==> src/rtl/serial_cmd_rx_pkg.sv <==
package serial_cmd_rx_pkg;
  parameter int unsigned WORD_W      = 8;
  parameter int unsigned SYNC_STAGES = 2;
  localparam int unsigned CNT_W      = $clog2(WORD_W);

  typedef struct packed {
    logic              is_data;
    logic [WORD_W-1:0] bits;
  } rx_word_t;
endpackage

==> src/rtl/sync_bank.sv <==
module sync_bank #(
  parameter int unsigned WIDTH  = 4,
  parameter int unsigned STAGES = 2
) (
  input  logic             clk_i,
  input  logic             rst_ni,
  input  logic [WIDTH-1:0] d_i,
  output logic [WIDTH-1:0] q_o
);
  logic [WIDTH-1:0] stg_q [STAGES];

  always_ff @(posedge clk_i or negedge rst_ni) begin
    if (!rst_ni) stg_q[0] <= '0;
    else         stg_q[0] <= d_i;
  end

  for (genvar s = 1; s < STAGES; s++) begin : g_stage
    always_ff @(posedge clk_i or negedge rst_ni) begin
      if (!rst_ni) stg_q[s] <= '0;
      else         stg_q[s] <= stg_q[s-1];
    end
  end

  assign q_o = stg_q[STAGES-1];
endmodule

==> src/rtl/rise_detect.sv <==
module rise_detect (
  input  logic clk_i,
  input  logic rst_ni,
  input  logic d_i,
  output logic rise_o
);
  logic d_q;

  always_ff @(posedge clk_i or negedge rst_ni) begin
    if (!rst_ni) d_q <= 1'b0;
    else         d_q <= d_i;
  end

  assign rise_o = d_i & ~d_q;
endmodule

==> src/rtl/word_assembler.sv <==
module word_assembler
  import serial_cmd_rx_pkg::*;
(
  input  logic     clk_i,
  input  logic     rst_ni,
  input  logic     active_i,
  input  logic     shift_i,
  input  logic     bit_i,
  input  logic     rs_i,
  output rx_word_t word_o,
  output logic     vld_o
);
  logic [WORD_W-1:0] shreg_q;
  logic [CNT_W-1:0]  cnt_q;
  logic              last_bit;
  logic [WORD_W-1:0] next_shreg;

  assign next_shreg = {shreg_q[WORD_W-2:0], bit_i};
  assign last_bit   = active_i && shift_i && (cnt_q == CNT_W'(WORD_W-1));

  always_ff @(posedge clk_i or negedge rst_ni) begin
    if (!rst_ni) begin
      shreg_q <= '0;
      cnt_q   <= '0;
    end else if (!active_i) begin
      shreg_q <= '0;
      cnt_q   <= '0;
    end else if (shift_i) begin
      shreg_q <= next_shreg;
      cnt_q   <= last_bit ? '0 : cnt_q + 1'b1;
    end
  end

  // tag taken together with the final bit
  always_ff @(posedge clk_i or negedge rst_ni) begin
    if (!rst_ni) begin
      word_o <= '0;
      vld_o  <= 1'b0;
    end else begin
      vld_o <= last_bit;
      if (last_bit) begin
        word_o.bits    <= next_shreg;
        word_o.is_data <= rs_i;
      end
    end
  end
endmodule

==> src/rtl/serial_cmd_rx.sv <==
module serial_cmd_rx
  import serial_cmd_rx_pkg::*;
(
  input  logic              clk_i,
  input  logic              rst_ni,
  input  logic              serial_sel_i,
  input  logic              cs_act_i,
  input  logic              rs_i,
  input  logic              sclk_i,
  input  logic              sdata_i,
  output logic [WORD_W-1:0] word_o,
  output logic              word_is_data_o,
  output logic              word_vld_o
);
  localparam int unsigned NSYNC = 5;

  logic [NSYNC-1:0] raw, synced;
  logic             sclk_rise;
  logic             active;
  rx_word_t         word;

  assign raw = {serial_sel_i, cs_act_i, rs_i, sclk_i, sdata_i};

  sync_bank #(.WIDTH(NSYNC), .STAGES(SYNC_STAGES)) u_sync (
    .clk_i  (clk_i),
    .rst_ni (rst_ni),
    .d_i    (raw),
    .q_o    (synced)
  );

  assign active = synced[4] & synced[3];

  rise_detect u_rise (
    .clk_i  (clk_i),
    .rst_ni (rst_ni),
    .d_i    (synced[1]),
    .rise_o (sclk_rise)
  );

  word_assembler u_asm (
    .clk_i    (clk_i),
    .rst_ni   (rst_ni),
    .active_i (active),
    .shift_i  (sclk_rise),
    .bit_i    (synced[0]),
    .rs_i     (synced[2]),
    .word_o   (word),
    .vld_o    (word_vld_o)
  );

  assign word_o         = word.bits;
  assign word_is_data_o = word.is_data;
endmodule

==> config.mk <==
export PLATFORM = sky130hd
export DESIGN_NAME = serial_cmd_rx
export DESIGN_NICKNAME = d
export VERILOG_FILES = /design/src/rtl/serial_cmd_rx_pkg.sv /design/src/rtl/sync_bank.sv /design/src/rtl/rise_detect.sv /design/src/rtl/word_assembler.sv /design/src/rtl/serial_cmd_rx.sv
export SDC_FILE = /design/constraint.sdc
export NUM_CORES = 1
export LEC_CHECK = 0
export BUFFER_PORTS_ARGS = -buffer_cell sky130_fd_sc_hd__buf_4
export CAP_MARGIN = 20
export CORE_MARGIN = 8
export CORE_UTILIZATION = 54
export DETAILED_ROUTE_END_ITERATION = 12
export GPL_ROUTABILITY_DRIVEN = 0
export PLACE_DENSITY = 0.76
export SYNTH_ARGS = -nofsm -noshare
export SYNTH_HDL_FRONTEND = slang
export SYNTH_HIERARCHICAL = 1
export SYNTH_SLANG_ARGS = --single-unit
==> constraint.sdc <==
create_clock -name clk_i -period 1.6 [get_ports clk_i]
set_input_delay 0 -clock clk_i [delete_from_list [all_inputs] [get_ports clk_i]]
set_output_delay 0 -clock clk_i [all_outputs]
set_load 0.01 [all_outputs]
* After elaboration in Yosys (flattened, before gate mapping)
Index checks and enable logic that the tools add are counted.
Operators by class: add/subtract/negate cells 1, equal/unequal tests 2, multiplexer cells 5, bitwise operators 3, reduce and logical (&&, ||, !) cells 2
Operator list (number):
- $mux 7 | 2
- $mux 3 | 3
- $add 3x1->3 const B | 1
- $eq 3x3->1 const B | 1
- $and 1x1->1 | 2
- $logic_and 1x1->1 | 2
- $ne 2x2->1 const B | 1
- $not 1->1 | 1
Word-level totals: bits in registers 31, input bits 7, output and inout port bits 10, word-level logic and storage cells 21

* Logic depth before layout (Yosys ltp)
depth in word-level cells 7, mapped depth 5

* By module
The synthesis kept the hierarchy.
By module, submodules not included:
- word_assembler | times used 1, cells each 57, area each 838.3 um2, sequential area each 500.5 um2
- sync_bank | times used 1, cells each 15, area each 287.8 um2, sequential area each 250.2 um2
- rise_detect | times used 1, cells each 2, area each 38.8 um2, sequential area each 25.0 um2
- serial_cmd_rx | times used 1, cells each 1, area each 6.3 um2, sequential area each 0.0 um2

* Worst setup path after synthesis
No wires, ideal clock.
kind reg2reg, from register u_asm.cnt_q[0], to register, netlist name u_asm/word_o[0], data arrival time 1.258 ns, path slack 0.218 ns, stages on the path, launching flop included 5, path buffers 0, clock period less this slack 1.382 ns, cell sequence dfrtp_1 > ha_1 > ha_1 > nand3_4 > mux2_2
Between the ends: longest elaborated chain between the ends 2
RTL lines:
- from (decl) | line word_assembler.sv:14 | logic [CNT_W-1:0] cnt_q;
- from (signal assigned) | line word_assembler.sv:30 | cnt_q <= last_bit ? '0 : cnt_q + 1'b1;
- $eq 3x3->1 | line word_assembler.sv:19 | assign last_bit = active_i && shift_i && (cnt_q == CNT_W'(WORD_W-1));
- $logic_and 1x1->1 | line word_assembler.sv:19
No other way between the ends. A chain may end at the register's enable or synchronous reset.

* Worst setup path after layout
from register u_asm.cnt_q[0], to register, netlist name u_asm/word_o[0]
Between the ends: longest elaborated chain between the ends 2
RTL lines (line):
- $eq 3x3->1 | word_assembler.sv:19
- $logic_and 1x1->1 | word_assembler.sv:19
No other way between the ends.

==> run_results.csv <==
group,metric,value,unit
synth,synth_nets,84,
cells_and_area,layout_commonest_cell,"dfrtp_1",
setup_path,critical_path_class,"reg2reg",
cells_and_area,final_util,65.4,%
place,dp_slack,0.124,ns
route,postRouteAntennaNets,0,
route,viasPerCell,4.89,
job,cap_violations,0,
setup_path,required,1.80,ns
cells_and_area,layout.nets,108,
sta,skew,0.00866,ns
cts,cts_hold_buf,6,
setup_path,r2r_setup_slack,0.13,ns
sta,fin_tns_setup,0,ns
synth,ys_types,18,
cts,clock_latency,0.32,ns
route,drt_first_iter_violations,6,
cts,post-cts-setup-buffers,0,
cts,cts-resized-gates,0,
cells_and_area,mostFrequentLayoutCells,"31 x dfrtp_1, 18 x buf_4, 9 x mux2_2, 8 x mux2i_1, 8 x nor2b_1",
cts,path_clk_slew,0.09,ns
route,routed_wl,1.70,mm
sta,fin_crit,1.47,ns
power,p_per_area,902,nW/um2
sta,setup_viol,0,
synth,seq_area_frac_synth,66.2,%
global_route,grt_pass1_wl,3.11,mm
cts,cts_tree,"built",
route,drt-pass1-iter-count,4,
cts,cts_max_level,2,
route,num_vias,616,
sta,rsz0062_at_grt,"false",
synth,synth_top_family_by_area,"multiplexers",
global_route,grt_pass1_vias,707,
synth,syn_inst,75,
synth,synth_seq_cells,31,
place,numPortBuffers,16,
global_route,antenna_found_initial,0,
power,power.total,0.00125,W
setup_path,startpoint_type,"register",
synth,syn_avg_cell_area,15.6,um2
run_status,status,"completed",
setup_path,worstPathMaxFanout,10,
cells_and_area,n_antenna_cell,0,
synth,synth_fa_ha_area_share,2.14,%
sta,finalCritPeriodShare,92.1,%
sta,slew_violations,0,
route,wl_per_cell,13.5,um
sta,fin_ws,0.127,ns
floorplanning,die_h,62.6,um
sta,fmax,0.679,GHz
synth,synth_compound_area_share,1.28,%
global_route,grt_use_total,10.3,%
power,max-vdd-ir-drop,0.000736,V
setup_path,crit_arrival,1.68,ns
synth,post_synth_mux_area_share,15.5,%
global_route,grt_max_degree,32,
floorplanning,ios,17,
route,remaining_drc_errors,0,
synth,synth_xor_area_share,0,%
floorplanning,die_area,3920,um2
worst_hold_path,hold_class,"in2async",
synth,synthesis.area,1170,um2
sta,finalHoldViolCount,0,
place,placed_cells,114,
cells_and_area,fin_cells,126,
global_route,overflow,0,
power,leakage,0.692,nW
cts,root_buffer,"clkbuf_4",
cells_and_area,area_delta_synth_final,18.7,%
cts,clock-sinks,31,
floorplanning,start_util,55.1,%
synth,yosys.area_share.simple,10.0,%
floorplanning,rows,17,
cells_and_area,drive_gt1_share,35.7,%
cts,numCtsBuffers,5,
sta,relSlewSlack,75.2,%
floorplanning,core-area,2130,um2
synth,ys_warn_count,6,
sta,worst_slew_pin_slew,0.372,ns
cts,cts_buffer_depth,2,
setup_path,cp-end-kind,"register",
floorplanning,die_x,62.6,um
==> critical path, cell delays in order, from the launching register on <==
cell and delay (ns):
dfrtp_1 0.39, ha_1 0.20, ha_1 0.23, nand3_4 0.18
mux2_2 0.36
==> synth_stat cells <==
cell      number  area (um2)
a21boi_0       1        7.51
and2_1         1        6.26
and2b_2        1        8.76
buf_4          5        37.5
buf_6          1        11.3
clkbuf_1       1        3.75
dfrtp_1       31         776
ha_1           2        25.0
inv_1          1        3.75
mux2_2         9         101
mux2i_1        8        80.1
nand2b_1       1        6.26
nand3_4        1        17.5
nand3b_1       1        7.51
nor2b_1        8        50.1
nor2b_4        1        13.8
nor3b_1        1        7.51
o21a_1         1        7.51
==> where the power goes <==
group	switching [W]	internal, W
combinational	0.0000305	0.0000348
sequential	0.00000554	0.000798
clock	0.000229	0.000156
==> worst paths after layout <==
kind / startpoint / endpoint / depth (start not counted)
max in group asynchronous: rst_ni / u_sync/q_o[4] / 2
hold / removal: rst_ni / u_asm/vld_o / 2
setup reg to reg: u_asm/cnt_q[0] / u_asm/word_o[0] / 4
setup / recovery: u_asm/cnt_q[0] / u_asm/word_o[0] / 4
min in group clk_i: sdata_i / u_sync/stg_q[5] / 2
hold reg to reg: u_sync/stg_q[6] / u_sync/q_o[1] / 0
==> sequential cells by signal, indices dropped and copies added, names as in the netlist <==
register       cells
u_sync/q_o         5
u_asm/word_o       9
u_sync/stg_q       5
u_asm/vld_o        1
u_rise/d_q         1
u_asm/cnt_q        3
u_asm/shreg_q      7
==> kinds of logic after synthesis <==
logic type,count (synthesis)
AO/OA/AOI/OAI,2
adder cells (fa/ha/maj),2
buffers and inverters,8
flip-flops,31
multiplexers,17
AND/OR/NAND/NOR,15
==> area by class of cell <==
cell class / instances / area, um2
Clock buffer: 6 / 41.3
Fill cell: 169 / 737
Inverter: 1 / 3.75
Multi-Input combinational cell: 36 / 339
Sequential cell: 31 / 776
Tap cell: 28 / 35.0
Timing Repair Buffer: 24 / 195
==> routing by layer <==
| layer | global-route usage (%) | part of all wire (%) | up-vias |
|---|---|---|---|
| li1 | - | - | 292 |
| met1 | 10.3 | 41 | 301 |
| met2 | 16.0 | 49 | 16 |
| met3 | 4.84 | 6.8 | 7 |
| met4 | 8.55 | 3.5 | 0 |
| met5 | 0 | 0 | - |
==> through the flow <==
| step | hold WS, ns | area [um2] |
|---|---|---|
| 6_report | 0.127 | 1390 |
| 2_1_floorplan | -0.296 | 1170 |
| 4_1_cts | 0.136 | 1390 |
| 5_1_grt | 0.181 | 1390 |
| 3_5_place_dp | -0.0507 | 1290 |
| 3_3_place_gp | -0.0525 | 1290 |
Note: power is estimated with default switching activity, not from simulation.
